`src/rtl/mig_pkg.sv`:
```
package mig_pkg;
  localparam int NLINK     = 4;
  localparam int LINK_W    = 2;
  localparam int PAYLOAD_W = 24;
  localparam int FRAME_W   = PAYLOAD_W + 2;

  typedef enum logic {PH_MATCH = 1'b0, PH_DRAIN = 1'b1} phase_e;

  typedef struct packed {
    logic              found;
    logic [LINK_W-1:0] idx;
  } link_pick_t;

  // First link at or after ptr that is neither busy nor banned.
  function automatic link_pick_t pick_link(input logic [NLINK-1:0] busy,
                                           input logic [NLINK-1:0] banned,
                                           input logic [LINK_W-1:0] ptr);
    link_pick_t r;
    r.found = 1'b0;
    r.idx   = '0;
    for (int i = 0; i < NLINK; i++) begin
      logic [LINK_W-1:0] c;
      c = ptr + LINK_W'(i);
      if (!r.found && !busy[c] && !banned[c]) begin
        r.found = 1'b1;
        r.idx   = c;
      end
    end
    return r;
  endfunction

  function automatic logic [FRAME_W-1:0] build_frame(input logic [PAYLOAD_W-1:0] d);
    return {1'b1, d, 1'b0};
  endfunction
endpackage

```
`src/rtl/mig_fifo.sv`:
```
module mig_fifo #(
  parameter int W     = 24,
  parameter int DEPTH = 8
) (
  input  logic                         clk,
  input  logic                         rst_n,
  input  logic                         push,
  input  logic [W-1:0]                 din,
  input  logic                         pop,
  output logic [W-1:0]                 dout,
  output logic [$clog2(DEPTH+1)-1:0]   count,
  output logic                         full
);
  localparam int AW = (DEPTH > 1) ? $clog2(DEPTH) : 1;
  localparam int CW = $clog2(DEPTH+1);

  logic [W-1:0]  mem [DEPTH];
  logic [AW-1:0] wr_ptr, rd_ptr;
  logic          push_ok, pop_ok;

  assign full    = (count == CW'(DEPTH));
  assign push_ok = push && !full;
  assign pop_ok  = pop && (count != '0);
  assign dout    = mem[rd_ptr];

  function automatic logic [AW-1:0] bump(input logic [AW-1:0] p);
    return (p == AW'(DEPTH-1)) ? '0 : p + AW'(1);
  endfunction

  always_ff @(posedge clk) begin
    if (!rst_n) begin
      wr_ptr <= '0;
      rd_ptr <= '0;
      count  <= '0;
    end else begin
      if (push_ok) begin
        mem[wr_ptr] <= din;
        wr_ptr      <= bump(wr_ptr);
      end
      if (pop_ok) rd_ptr <= bump(rd_ptr);
      count <= count + CW'(push_ok) - CW'(pop_ok);
    end
  end

  AST_FIFO_NO_OVERRUN: assert property (@(posedge clk) disable iff (!rst_n)
    push |-> !full);
endmodule

```
`src/rtl/mig_ser_tx.sv`:
```
module mig_ser_tx
  import mig_pkg::*;
(
  input  logic                 clk,
  input  logic                 rst_n,
  input  logic                 load,
  input  logic [PAYLOAD_W-1:0] data,
  output logic                 busy,
  output logic                 line
);
  logic [FRAME_W-1:0] frame;
  logic [4:0]         bit_idx;

  assign line = busy ? frame[bit_idx] : 1'b1;

  always_ff @(posedge clk) begin
    if (!rst_n) begin
      busy    <= 1'b0;
      bit_idx <= '0;
      frame   <= '1;
    end else if (busy) begin
      if (bit_idx == 5'(FRAME_W-1)) begin
        busy <= 1'b0;
      end else begin
        bit_idx <= bit_idx + 5'd1;
      end
    end else if (load) begin
      frame   <= build_frame(data);
      busy    <= 1'b1;
      bit_idx <= '0;
    end
  end

  AST_TX_NO_RELOAD: assert property (@(posedge clk) disable iff (!rst_n)
    load |-> !busy);
endmodule

```
`src/rtl/mig_ser_rx.sv`:
```
module mig_ser_rx
  import mig_pkg::*;
(
  input  logic                 clk,
  input  logic                 rst_n,
  input  logic                 line,
  input  logic                 ack,
  output logic                 hold_valid,
  output logic [PAYLOAD_W-1:0] hold_data
);
  logic                 active;
  logic [4:0]           bit_idx;
  logic [PAYLOAD_W-1:0] shift;
  logic                 frame_ok;

  assign frame_ok = active && (bit_idx == 5'(PAYLOAD_W)) && line;

  always_ff @(posedge clk) begin
    if (!rst_n) begin
      active     <= 1'b0;
      bit_idx    <= '0;
      shift      <= '0;
      hold_valid <= 1'b0;
      hold_data  <= '0;
    end else begin
      if (!active) begin
        if (!line) begin
          active  <= 1'b1;
          bit_idx <= '0;
        end
      end else if (bit_idx < 5'(PAYLOAD_W)) begin
        shift[bit_idx] <= line;
        bit_idx        <= bit_idx + 5'd1;
      end else begin
        active <= 1'b0;
      end
      if (frame_ok) begin
        hold_valid <= 1'b1;
        hold_data  <= shift;
      end else if (ack) begin
        hold_valid <= 1'b0;
      end
    end
  end

  AST_RX_ACK_HELD: assert property (@(posedge clk) disable iff (!rst_n)
    ack |-> hold_valid);
endmodule

```
`src/rtl/node_copy_migrator.sv`:
```
module node_copy_migrator
  import mig_pkg::*;
#(
  parameter int SLOTS        = 8,
  parameter int FORCE_TH     = 6,
  parameter int FWD_DEPTH    = 4,
  parameter int FREE_W       = 4,
  parameter int SEAT_RESERVE = 1
) (
  input  logic                 clk,
  input  logic                 rst_n,
  input  logic                 spawn_valid,
  input  logic [PAYLOAD_W-2:0] spawn_data,
  input  logic                 phase_end,
  input  logic [FREE_W-1:0]    mem_free,
  output logic                 match_halt,
  output logic                 gen_handover,
  output logic                 seat_valid,
  output logic [PAYLOAD_W-1:0] seat_data,
  input  logic [NLINK-1:0]     rx_line,
  output logic [NLINK-1:0]     tx_line
);
  localparam int MK_CW  = $clog2(SLOTS+1);
  localparam int FW_CW  = $clog2(FWD_DEPTH+1);
  localparam int FWD_W  = LINK_W + PAYLOAD_W;

  phase_e state;
  logic   first_pend;

  // marked-copy queue
  logic                 spawn_acc, mk_pop, mk_full, mk_empty;
  logic [PAYLOAD_W-1:0] mk_dout;
  logic [MK_CW-1:0]     mk_count;

  // forward queue
  logic                 fwd_push, fwd_pop, fwd_full, fwd_empty;
  logic [FWD_W-1:0]     fwd_din, fwd_dout;
  logic [FW_CW-1:0]     fwd_count;

  // named events
  logic force_hit, enter_drain, drain_done, seat_path;
  logic send_fwd, send_mk, marked_in_flight;

  // links
  logic [NLINK-1:0]     tx_busy, tx_load, tx_marked;
  logic [NLINK-1:0]     rx_valid, rx_ack;
  logic [PAYLOAD_W-1:0] rx_data [NLINK];
  logic [LINK_W-1:0]    rr_ptr, out_link, rx_sel;
  logic [PAYLOAD_W-1:0] out_payload;
  logic                 rx_any;
  link_pick_t           pick_f, pick_m;

  assign mk_empty   = (mk_count == '0);
  assign fwd_empty  = (fwd_count == '0);
  assign match_halt = (state == PH_DRAIN);

  // ---------------- spawn and phase control ----------------
  assign spawn_acc   = spawn_valid && (state == PH_MATCH) && !mk_full;
  assign force_hit   = (state == PH_MATCH) && (mk_count >= MK_CW'(FORCE_TH));
  assign enter_drain = (state == PH_MATCH) && (phase_end || force_hit);
  assign marked_in_flight = |(tx_busy & tx_marked);
  assign drain_done  = (state == PH_DRAIN) && mk_empty && !send_mk && !marked_in_flight;

  always_ff @(posedge clk) begin
    if (!rst_n) begin
      state        <= PH_MATCH;
      first_pend   <= 1'b1;
      gen_handover <= 1'b0;
    end else begin
      gen_handover <= enter_drain && (!first_pend || spawn_acc);
      if (spawn_acc) first_pend <= 1'b0;
      if (enter_drain) begin
        state <= PH_DRAIN;
      end else if (drain_done) begin
        state      <= PH_MATCH;
        first_pend <= 1'b1;
      end
    end
  end

  mig_fifo #(.W(PAYLOAD_W), .DEPTH(SLOTS)) u_marked (
    .clk(clk), .rst_n(rst_n),
    .push(spawn_acc), .din({first_pend, spawn_data}),
    .pop(mk_pop), .dout(mk_dout), .count(mk_count), .full(mk_full)
  );

  // ---------------- receive side ----------------
  genvar g;
  generate
    for (g = 0; g < NLINK; g++) begin : g_rx
      mig_ser_rx u_rx (
        .clk(clk), .rst_n(rst_n), .line(rx_line[g]), .ack(rx_ack[g]),
        .hold_valid(rx_valid[g]), .hold_data(rx_data[g])
      );
    end
  endgenerate

  always_comb begin
    rx_any = 1'b0;
    rx_sel = '0;
    for (int i = NLINK-1; i >= 0; i--) begin
      if (rx_valid[i]) begin
        rx_any = 1'b1;
        rx_sel = LINK_W'(i);
      end
    end
  end

  assign seat_path = (mem_free > FREE_W'(SEAT_RESERVE));
  assign fwd_push  = rx_any && !seat_path && !fwd_full;
  assign fwd_din   = {rx_sel, rx_data[rx_sel]};

  always_comb begin
    rx_ack = '0;
    if (rx_any && (seat_path || !fwd_full)) rx_ack[rx_sel] = 1'b1;
  end

  always_ff @(posedge clk) begin
    if (!rst_n) begin
      seat_valid <= 1'b0;
      seat_data  <= '0;
    end else begin
      seat_valid <= rx_any && seat_path;
      if (rx_any && seat_path) seat_data <= rx_data[rx_sel];
    end
  end

  mig_fifo #(.W(FWD_W), .DEPTH(FWD_DEPTH)) u_fwd (
    .clk(clk), .rst_n(rst_n),
    .push(fwd_push), .din(fwd_din),
    .pop(fwd_pop), .dout(fwd_dout), .count(fwd_count), .full(fwd_full)
  );

  // ---------------- dispatch ----------------
  always_comb begin
    logic [NLINK-1:0] ban;
    ban = '0;
    if (!fwd_empty) ban[fwd_dout[FWD_W-1 -: LINK_W]] = 1'b1;
    pick_f      = pick_link(tx_busy, ban, rr_ptr);
    pick_m      = pick_link(tx_busy, '0, rr_ptr);
    send_fwd    = !fwd_empty && pick_f.found;
    send_mk     = fwd_empty && (state == PH_DRAIN) && !mk_empty && pick_m.found;
    out_link    = send_fwd ? pick_f.idx : pick_m.idx;
    out_payload = send_fwd ? fwd_dout[PAYLOAD_W-1:0] : mk_dout;
  end

  assign fwd_pop = send_fwd;
  assign mk_pop  = send_mk;

  always_ff @(posedge clk) begin
    if (!rst_n) rr_ptr <= '0;
    else if (send_fwd || send_mk) rr_ptr <= out_link + LINK_W'(1);
  end

  generate
    for (g = 0; g < NLINK; g++) begin : g_tx
      assign tx_load[g] = (send_fwd || send_mk) && (out_link == LINK_W'(g));
      always_ff @(posedge clk) begin
        if (!rst_n) tx_marked[g] <= 1'b0;
        else if (tx_load[g]) tx_marked[g] <= send_mk;
      end
      mig_ser_tx u_tx (
        .clk(clk), .rst_n(rst_n), .load(tx_load[g]), .data(out_payload),
        .busy(tx_busy[g]), .line(tx_line[g])
      );
    end
  endgenerate

  // ---------------- assertions ----------------
  AST_HALT_ON_FORCE: assert property (@(posedge clk) disable iff (!rst_n)
    ((state == PH_MATCH) && (mk_count >= MK_CW'(FORCE_TH))) |=> match_halt);
  AST_RESUME_EMPTY: assert property (@(posedge clk) disable iff (!rst_n)
    $fell(match_halt) |-> (mk_count == '0));
  AST_SPAWN_IGNORED: assert property (@(posedge clk) disable iff (!rst_n)
    (match_halt && spawn_valid) |=> (mk_count <= $past(mk_count)));
  AST_FWD_NOT_BACK: assert property (@(posedge clk) disable iff (!rst_n)
    send_fwd |-> !tx_load[fwd_dout[FWD_W-1 -: LINK_W]]);
  AST_ONE_LOAD: assert property (@(posedge clk) disable iff (!rst_n)
    $onehot0(tx_load));
  AST_LOAD_IDLE_LINK: assert property (@(posedge clk) disable iff (!rst_n)
    (tx_load & tx_busy) == '0);
endmodule

```
`config.mk`:
```
export PLATFORM = sky130hd
export DESIGN_NAME = node_copy_migrator
export DESIGN_NICKNAME = d
export VERILOG_FILES = /design/src/rtl/mig_pkg.sv /design/src/rtl/mig_fifo.sv /design/src/rtl/mig_ser_tx.sv /design/src/rtl/mig_ser_rx.sv /design/src/rtl/node_copy_migrator.sv
export SDC_FILE = /design/constraint.sdc
export NUM_CORES = 1
export LEC_CHECK = 0
export ABC_AREA = 1
export ABC_CLOCK_PERIOD_IN_PS = 4400
export CAP_MARGIN = 10
export CORE_ASPECT_RATIO = 1.1
export CORE_MARGIN = 1
export CORE_UTILIZATION = 49
export DETAILED_ROUTE_END_ITERATION = 6
export DONT_BUFFER_PORTS = 1
export SYNTH_ARGS = -nofsm -noshare
export SYNTH_HDL_FRONTEND = slang
export SYNTH_SLANG_ARGS = --single-unit
export TNS_END_PERCENT = 30
```
`constraint.sdc`:
```
create_clock -name clk -period 4.4 [get_ports clk]
set_clock_uncertainty 0.2 [all_clocks]
set_input_delay 0.44 -clock clk [delete_from_list [all_inputs] [get_ports clk]]
set_output_delay 0.44 -clock clk [all_outputs]
set_load 0.005 [all_outputs]
```
After elaboration in Yosys (flattened, before gate mapping)
Memory sizes are Yosys's and may differ from the RTL's. A register that Yosys moved wholly into a read port is not among the register bits.
Cells that the tools add are included.

word-level totals
  word-level logic and storage cells = 396
  register bits after elaboration = 395
  memory bits (writable) = 296
  output and inout bits = 31
  memories = 2
  bits of input ports = 35

memories
  name          words  width  read ports  clocked after Yosys merged registers in  write ports  line            RTL
  u_marked.mem  8      24     1           1                                        1            mig_fifo.sv:17  logic [W-1:0] mem [DEPTH];
  u_fwd.mem     4      26     1           1                                        1            mig_fifo.sv:17

cells by class
  add/subtract/negate cells = 20
  order comparisons = 27
  bitwise operators = 7
  equal/unequal tests = 29
  multiplexer cells = 150
  reductions and logical operators = 113

operators by type and width
  operator                                                     number
  two-way mux 5 bit                                            24
  bitwise mux 24 bit                                           4
  two-way mux 1 bit                                            73
  two-way mux 24 bit                                           3
  logical AND 1 bit                                            52
  binary-select mux 24 bit (select 2 bit)                      1
  less-than comparator 5 x 6 -> 1 bit (second input constant)  8
  adder 5 x 1 -> 5 bit (second input constant)                 8
  == test 5 bit (second input constant)                        8
  two-way mux 3 bit                                            12
  AND reduction 2 bit                                          16
  logical NOT 1 bit                                            26
  binary-select mux 1 bit (select 2 bit)                       12
  binary-select mux 1 bit (select 5 bit)                       4
  demux 1 bit (select 5 bit)                                   4
  >= comparator 5 x 1 -> 1 bit (second input constant)         4
  less-than comparator 5 bit (second input constant)           4
  less-than comparator 2 x 3 -> 1 bit (second input constant)  6
  two-way mux 2 bit                                            9
  nonzero test 2 bit                                           9
  inequality test 2 bit (second input constant)                8
  == test 3 bit (second input constant)                        3
  adder 2 x 1 -> 2 bit (second input constant)                 4
  == test 2 bit (second input constant)                        4
  25 further kinds                                             40

Longest topological paths before layout
Gate-level depths: netlist of run 1.

  depth in word-level cells = 28
  mapped depth = 24
  depth with buffers taken out = 22

By module
From an unflattened synthesis of run 1, not the netlist that was laid out.

unflattened totals
  cells, all modules = 3,923
  area, all modules = 31,600.3 µm²

modules (own cells, without submodules)
  module                          area an instance (µm²)  instances  sequential area each (µm²)  cells each
  mig_fifo at u_marked            9,095.0                 1          6,025.8                     932
  mig_ser_rx at g_rx[0].u_rx ...  2,279.7                 3          1,101.1                     319
  mig_ser_tx                      1,505.2                 4          620.6                       215
  mig_fifo at u_fwd               4,332.9                 1          3,303.2                     310
  node_copy_migrator              3,065.4                 1          680.7                       552
  mig_ser_rx at g_rx[3].u_rx      2,247.2                 1          1,101.1                     312

Worst setup path before layout of run 1
Ideal clock, no wire load.

  kind = reg-to-reg
  from = register u_marked.count[2]
  to = memory u_marked.mem[4][0] (netlist: u_marked.mem[2][0]), enable pin
  required time = 3.765 ns
  period minus slack after synthesis = 3.359 ns
  path slack = 1.041 ns
  arrival = 2.724 ns
  path buffers = 0
  setup time = 0.435 ns
  cell stages (with the launch flop) = 8
  path through = dfxtp_1 -> inv_1 -> ha_1 -> nand3_1 -> nand3_1 -> nor2_1 -> nand2_1 -> nor3_1

on the way
  longest elaborated chain between the ends = 7

RTL lines
  what                                         line                                      RTL
  start: declaration                           mig_fifo.sv:11                            output logic [$clog2(DEPTH+1)-1:0] count,
  start signal: assignment                     mig_fifo.sv:41                            count <= count + CW'(push_ok) - CW'(pop_ok);
  == test 4 bit (*)                            mig_fifo.sv:21                            assign full = (count == CW'(DEPTH));
  logical NOT 1 bit (*)                        mig_fifo.sv:22, node_copy_migrator.sv:58
  logical AND 1 bit                            node_copy_migrator.sv:58                  assign spawn_acc = spawn_valid && (state == PH_MATCH) && !mk_full;
  logical AND 1 bit (*)                        mig_fifo.sv:22                            assign push_ok = push && !full;
  two-way mux 1 bit (*)                        mig_fifo.sv:36                            if (push_ok) begin
  two-way mux 1 bit (*)                        mig_fifo.sv:31                            if (!rst_n) begin
  two-way mux 1 bit (not written as such) (*)  mig_fifo.sv:37                            mem[wr_ptr] <= din;
  end: declaration                             mig_fifo.sv:17

Mark *: on every way between the ends. The rest lies on a longest branch, timed or not.

Final worst setup path of run 1
  from = register rr_ptr[1]
  to = register g_tx[0].u_tx.frame[10]

on the way
  longest elaborated chain between the ends = 22
  elaborated cells on any way between the ends = 75
  classes of those cells = add/sub (3); mux (34); reduce/logical (38)

RTL lines
  what                                                           line                       RTL
  start: declaration                                             node_copy_migrator.sv:48   logic [LINK_W-1:0] rr_ptr, out_link, rx_sel;
  start signal: assignment                                       node_copy_migrator.sv:152  else if (send_fwd || send_mk) rr_ptr <= out_link + LINK_W'(1);
  branches (longest 22 deep; another with adder 2 x 1 -> 2 bit)  -
  end signal: assignment                                         mig_ser_tx.sv:28           frame <= build_frame(data);
  end: declaration                                               mig_ser_tx.sv:11           logic [FRAME_W-1:0] frame;

Parallel ways; which one is timed is not known. The select of a mux whose other input is x is not followed.
A chain may end at the register's enable or synchronous reset.

==> out/results.txt, run 1 <==
Status - complete, no violations
GRT busiest layer - met2
Met1 usage - 32.2%
H-tree Lvls - 3
Fin crit share - 86.8%
Delay-heaviest family, CP - simple AND/OR/NAND/NOR gates
F_max - 262 MHz
GR Overflow Total - 0
Area grow syn2layout - 11.3%
CTS tree - yes
I/O Buffers - 0
Hold slack - 0.0480 ns
Top Ports - 66
Area after DPL - 0.0293 mm2
Initial DRT Pass Iterations - 6
RSZ-0062 raised after global routing - no
Hold_sp - mem_free[2]
Mapped Cells - 3077
Mean area per synthesized cell - 9.34 um2
CTS Buf Count - 73
Starting DRT DRC Count - 1829
Fin nets - 3111
Ant diodes - 0
Final setup TNS - 0 ns
Hold Path Sink - seat_data[4]
Critical Path End Type - flop
DIE AREA - 0.0596 mm2
Least-Margin Pin Slew - 1.28 ns
Die Y - 256 um
CTS clk-pin slew, worst paths - 0.06 ns
Post-Syn Nets - 3160
Skew-Pair Late Insertion Delay - 0.62 ns
Post-CTS Setup Bufs - 0
Worst r2r src - rr_ptr[1]
Max Cap Viol - 0
Global-route wire length before repair - 117 mm
Pin count of the biggest net entering global routing - 191
Vias in the first global route - 21073
Distinct cells, synth - 48
Post-synth EDFFs - 296
FF-to-FF setup slack - 0.58 ns
Prevailing post-synth register cell - dfxtp_1
Crit path cell chain - inv_1 > nor2_1 > inv_2 > o21ai_2 > inv_1 > o21ai_0 > xor2_1 > nand2_1 > o21ai_0 > inv_1 > ha_1 > nand3_1 > inv_2 > nand2_1 > nand3_1
Fill cell count - 5145
GRT Total Usage - 25.3%
CTS Buffer Depth - 3
Hold Path Stages - 4
Core ar. - 0.0577 mm2
Die width - 233 um
Required @ worst endpoint - 4.65 ns
CP bufs+invs - 5
YS warnings - 0
CP peak stage delay - 0.61 ns
Lkg Pwr - 11.8 nW
GR Util met3 - 3.02%
Post-Synthesis Cell Area - 0.0287 mm2
DR DRC count - 0
Via/cell ratio - 5.77
Share of flip-flops with an asynchronous set or reset - 0%
Share of cells above drive strength 1 - 7.06%
WL final - 75.7 mm
Worst slew margin - 13.8%
Crit path launch type - flop
Routability congestion estimate - 0.888
CP dominant cell by count - inv_1
Final Slew Violations - 0
Vias - 22163
CP arrival - 4.07 ns
CP max stage cell - dfxtp_1
Peak supply drop - 0.000377 V
#FFs+latches synth - 696
Power consumption - 19.3 mW
Post-layout min period - 3.82 ns
Reg2reg end - g_tx[0].u_tx.frame[10]
Final setup viols - 0
Final Hold Viols - 0
Sink Count - 696
Number of routed nets with antenna violations - 0
Sequential area share after synthesis - 58.8%
WL/cell - 19.7 um
Hold Path Class - input pin to flop
Root buf cell - clkbuf_16
Post-DP HPWL - 47.2 mm
Register Area - 0.0169 mm2
Antenna violations before repair - 0
Pwr dens - 604 mW/mm2
Design area - 0.0320 mm2
FP Rows - 92
Initial Util - 49.8%
Met2 Track Usage GR - 42.5%
Reg2reg path depth - 15
Critical path fanouts, max - 24
Multi-input gate area in the final layout - 0.0104 mm2
Crit Path Class - flop to flop
-- per-layer routing --
layer  routed length (um)  vias to the layer above
met1                32200                    10648
met2                36700                      570
met3                 3350                      159
li1                     -                    10786
met4                 3470                        0
met5                    0                        -
-- area by class of cell --
class,count,share of cell area (%)
Clock buffer,103,6.67
Clock inverter,32,0.798
Inverter,179,2.13
Multi-Input combinational cell,2003,32.5
Sequential cell,696,52.8
Tap cell,752,2.94
Timing Repair Buffer,75,2.14
-- metrics by stage --
stage | cells | util (%) | setup WS [ns]
3_5_place_dp | 3673 | 50.8 | 0.487
5_1_grt | 3840 | 55.5 | 0.212
2_1_floorplan | 3077 | - | 1.04
3_3_place_gp | 3673 | 50.8 | 0.613
4_1_cts | 3840 | 55.5 | 0.445
6_report | 3840 | 55.5 | 0.579
-- cells in the final DEF, fill, tap and decap left out, types with 7 or more instances in the layout --
| cell | netlist | layout |
|---|---|---|
| dfxtp_1 | 400 | 397 |
| o211ai_1 | 33 | 33 |
| inv_1 | 158 | 156 |
| o21ai_0 | 315 | 315 |
| clkinv_2 | 0 | 17 |
| a311oi_1 | 91 | 91 |
| dlygate4sd3_1 | 0 | 31 |
| inv_2 | 15 | 15 |
| o221ai_1 | 32 | 32 |
| clkbuf_1 | 161 | 13 |
| nand3_1 | 152 | 152 |
| a21oi_1 | 281 | 280 |
| nand2_1 | 445 | 445 |
| o2111ai_1 | 25 | 25 |
| a32o_1 | 24 | 24 |
| ha_1 | 46 | 46 |
| nor2_1 | 408 | 398 |
| o22ai_1 | 36 | 36 |
| clkinv_1 | 5 | 10 |
| a31oi_1 | 10 | 9 |
| nor3_1 | 47 | 45 |
| clkbuf_8 | 0 | 13 |
| edfxtp_1 | 296 | 296 |
| nand4_1 | 7 | 7 |
| buf_4 | 7 | 41 |
| clkbuf_16 | 0 | 76 |
-- power breakdown --
part / switching, mW / total, mW / internal (mW)
Clock: 2.56 / 6.08 / 3.53
Sequential: 0.367 / 7.58 / 7.21
Combinational: 4.03 / 5.68 / 1.65
Total: 6.95 / 19.3 / 12.4
-- worst max-delay path by stage --
| stage | from | endpoint | slack (ns) | cells past startpoint |
|---|---|---|---|---|
| floorplan | u_marked.count[2] | u_marked.mem[2][0] | 1.04 | 7 |
| global placement | rr_ptr[0] | g_tx[3].u_tx.frame[15] | 0.61 | 15 |
| detailed placement | rr_ptr[0] | g_tx[3].u_tx.frame[11] | 0.49 | 15 |
| CTS | rr_ptr[0] | g_tx[0].u_tx.frame[10] | 0.45 | 16 |
| global route | rr_ptr[1] | g_tx[0].u_tx.frame[10] | 0.21 | 14 |
| finish | rr_ptr[1] | g_tx[0].u_tx.frame[10] | 0.58 | 15 |
-- worst min-delay path: cells and delay by family --
family                 cells  cell delay (ns)
AND/OR/NAND/NOR            2             0.20
buffers and inverters      1             0.09
AO/OA/AOI/OAI              1             0.07
-- cell usage after synthesis, types with 3 or more instances --
master	number	area, um2
nand2_1	445	1670
nor2_1	408	1530
dfxtp_1	400	8010
o21ai_0	315	1580
edfxtp_1	296	8890
a21oi_1	281	1410
clkbuf_1	161	604
inv_1	158	593
nand3_1	152	761
a311oi_1	91	797
nor3_1	47	235
ha_1	46	576
o22ai_1	36	225
o211ai_1	33	248
o221ai_1	32	280
o2111ai_1	25	219
a32o_1	24	240
buf_2	16	80.1
inv_2	15	56.3
a31oi_1	10	62.6
buf_6	8	90.1
buf_4	7	52.6
nand4_1	7	43.8
buf_1	6	22.5
xor2_1	6	52.6
clkinv_1	5	18.8
nor4_1	5	31.3
nand2_2	4	25.0
nand3_2	4	40.0
o21ai_1	4	20.0
or2_2	4	25.0
o21ai_2	3	26.3
o31ai_1	3	22.5
-- kinds of logic (layout without fill, tap and decap cells) --
logic type	after synthesis	after routing	share of synthesized area, %
fa+ha+maj	48	48	2.14
xor+xnor	8	8	0.309
simple gates	1080	1080	15.3
compound gates	867	867	18.1
flops	696	696	58.8
buf+inv	378	389	5.32
-- flip-flops by register name (all words and copies together) (netlist names), named ones only --
name                  count
u_marked.mem            192
u_fwd.mem               104
g_tx.u_tx.frame         100
g_rx.u_rx.hold_data      96
g_rx.u_rx.shift          96
seat_data                24
g_rx.u_rx.bit_idx        20
g_tx.u_tx.bit_idx        20
g_rx.u_rx.active          4
g_rx.u_rx.hold_valid      4
g_tx.u_tx.busy            4
tx_marked                 4
u_marked.count            4
u_fwd.count               3
u_marked.rd_ptr           3
u_marked.wr_ptr           3
rr_ptr                    2
u_fwd.rd_ptr              2
u_fwd.wr_ptr              2
first_pend                1
gen_handover              1
match_halt                1
seat_valid                1
-- repair_timing --
item | CTS | global route
hold buffers | 32 | 0
gates resized for setup | 0 | 1
setup endpoints to repair | 0 | 2
hold endpoints to repair | 386 | 0
(Power assumes the default switching activity.)
==> run 2: changes to the inputs <==
--- a/config.mk
+++ b/config.mk
@@ -6,13 +6,14 @@
 export NUM_CORES = 1
 export LEC_CHECK = 0
 export ABC_AREA = 1
-export ABC_CLOCK_PERIOD_IN_PS = 4400
+export ABC_CLOCK_PERIOD_IN_PS = 4750
 export CAP_MARGIN = 10
 export CORE_ASPECT_RATIO = 1.1
 export CORE_MARGIN = 1
 export CORE_UTILIZATION = 49
 export DETAILED_ROUTE_END_ITERATION = 6
 export DONT_BUFFER_PORTS = 1
+export SETUP_SLACK_MARGIN = 0.2
 export SYNTH_ARGS = -nofsm -noshare
 export SYNTH_HDL_FRONTEND = slang
 export SYNTH_SLANG_ARGS = --single-unit
==> constraint.sdc (replaced) <==
create_clock -name clk -period 4.75 [get_ports clk]
set_clock_uncertainty 0.2 [all_clocks]
set_input_delay 0.475 -clock clk [delete_from_list [all_inputs] [get_ports clk]]
set_output_delay 0.475 -clock clk [all_outputs]
set_load 0.005 [all_outputs]
==> out/results.txt, run 2 (synthesized netlist as in run 1, its figures left out) <==
DIE AREA - 0.0596 mm2 (unchanged)
WL/cell - 20.1 um (+1.9%)
Worst slew margin - 10.9% (-2.9 points)
CTS tree - yes
Post-place setup slack - 0.558 ns (+0.0714 ns)
CP arrival - 4.43 ns (+0.36 ns)
Vias in the first global route - 21215 (+0.67%)
F_max - 241 MHz (-7.8%)
Via/cell ratio - 5.85 (+1.4%)
GR Overflow Total - 0 (unchanged)
Initial Util - 49.8% (unchanged)
Die width - 233 um (unchanged)
Fin crit share - 87.2% (+0.41 points)
Root buf cell - clkbuf_16
Most frequent cells in the layout - nand2_1, nor2_1, dfxtp_1
I/O Buffers - 0 (unchanged)
Slack of the critical path - 0.606 ns (+0.0268 ns)
Post-layout min period - 4.14 ns (+0.323 ns)
Post-DP HPWL - 47.6 mm (+0.82%)
Number of routed nets with antenna violations - 0 (unchanged)
Initial DRT Pass Iterations - 6 (unchanged)
Critical path fanouts, max - 51 (+110%)
Antenna violations before repair - 0 (unchanged)
Starting DRT DRC Count - 1680 (-8.1%)
CP dominant cell by count - nand2_1
Least-Margin Pin Slew - 1.32 ns (+0.0430 ns)
Lkg Pwr - 11.7 nW (-0.98%)
H-tree Lvls - 3 (unchanged)
CTS clk-pin slew, worst paths - 0.06 ns (about the same)
Util after Layout - 55.2% (-0.32 points)
Core ar. - 0.0577 mm2 (unchanged)
Skew-Pair Late Insertion Delay - 0.61 ns (about the same)
Die Y - 256 um (unchanged)
WL final - 77.0 mm (+1.7%)
Power consumption - 17.7 mW (-8.5%)
Top flop regs - u_marked.mem: 192 flops, u_fwd.mem: 104 flops, g_tx.u_tx.frame: 100 flops
GRT Total Usage - 25.5% (+0.19 points)
Critical Path End Type - flop
Final setup viols - 0 (unchanged)
RSZ-0062 raised after global routing - no
Largest register by flop count - u_marked.mem
Final setup TNS - 0 ns (unchanged)
CTS Buffer Depth - 3 (unchanged)
Pin count of the biggest net entering global routing - 190 (-0.52%)
Area grow syn2layout - 10.7%
Share of cells above drive strength 1 - 6.65% (-0.41 points)
Final Hold Viols - 0 (unchanged)
FP Rows - 92 (unchanged)
Top Ports - 66 (unchanged)
Peak supply drop - 0.000334 V (-11%)
CP peak stage delay - 0.75 ns (+0.14 ns)
Sink Count - 696 (unchanged)
Commonest non-fill, non-tap cell in the layout - nand2_1
Hold Path Class - input pin to flop
Global-route wire length before repair - 119 mm (+1.2%)
Crit path launch type - flop
Crit path cell chain - nand2_1 > o21ai_1 > nor2_1 > a21oi_2 > inv_2 > nand3_2 > nand4_1 > nand2_2 > buf_4 > nand2_2 > nand3_2 > inv_2 > nand2_1 > nand2_1
Status - complete, no violations
Max FFs per register - 192 (unchanged)
Fin nets - 3105 (-0.19%)
CP max stage cell - dfxtp_1
Pwr dens - 556 mW/mm2 (-7.9%)
Ant diodes - 0 (unchanged)
Required @ worst endpoint - 5.04 ns (+0.39 ns)
CTS Buf Count - 73 (unchanged)
DR DRC count - 0 (unchanged)
Final Slew Violations - 0 (unchanged)
Vias - 22435 (+1.2%)
Max Cap Viol - 0 (unchanged)
Crit Path Class - flop to flop
Routability congestion estimate - 0.872 (-1.9%)
Fill cell count - 5080 (-1.3%)
==> run 2: cell count changes in the layout (fill, tap and decap cells not counted), sizes merged <==
cell | before | now
dlygate4sd3 | 31 | 29
inv | 177 | 175
buf | 44 | 40
clkinvlp | 3 | 7
clkinv | 29 | 33
clkbuf | 103 | 96
==> run 2: stage by stage <==
step                instance area, um2  hold slack [ns]  cells
CTS                              31800           0.0227   3833
finish                           31800           0.0416   3833
global route                     31800           0.0416   3833
global placement                 29200            0.230   3669
detailed placement               29200            0.233   3669
floorplan                        28700            0.220   3077
==> run 2: timing repair <==
item	4_1_cts	5_1_grt
endpoints found under the setup margin	0	20
hold buffers	30	0
resized for setup	0	2
hold endpoints to repair	384	0
setup buffers	0	0
==> run 2: metal layers <==
| metal | vias to the layer above | wire length, um | GRT usage, % | share of wire (%) |
|---|---|---|---|---|
| met1 | 10901 | 31800 | 32.4 | 41 |
| met4 | 0 | 2450 | 9.48 | 3.2 |
| met2 | 658 | 38700 | 43.9 | 50 |
| met5 | - | 0 | 0 | 0 |
| li1 | 10752 | - | - | - |
| met3 | 124 | 4110 | 3.46 | 5.3 |
==> run 2: power breakdown <==
part	total (mW)	switching, mW	internal [mW]
registers	7.02	0.336	6.68
clock network	5.42	2.33	3.09
logic	5.27	3.78	1.49
total	17.7	6.44	11.3
==> run 2: final timing paths <==
check                         from                endpoint  slack (ns)  depth (start not counted)
min reg2reg  g_tx[2].u_tx.frame[1]   g_tx[2].u_tx.frame[1]        0.25                          2
max reg2reg              rr_ptr[0]  g_tx[2].u_tx.frame[24]        0.61                         14
max                      rr_ptr[0]  g_tx[2].u_tx.frame[24]        0.61                         14
min                    mem_free[3]         u_fwd.wr_ptr[1]        0.04                          3
==> run 2: cell type report <==
cell class	count	area (um2)	share of cell area [%]
Clock buffer	96	2000	6.29
Tap cell	752	941	2.96
Multi-Input combinational cell	2003	10400	32.7
Sequential cell	696	16900	53.1
Clock inverter	38	262	0.822
Timing Repair Buffer	69	623	1.96
Inverter	179	682	2.14
==> run 2: critical path, delay by kind of cell (launching register included) <==
| kind | cells | cell delay, ns |
|---|---|---|
| simple gates | 9 | 1.72 |
| compound gates | 2 | 0.33 |
| buf+inv | 3 | 1.02 |
| flops | 1 | 0.75 |
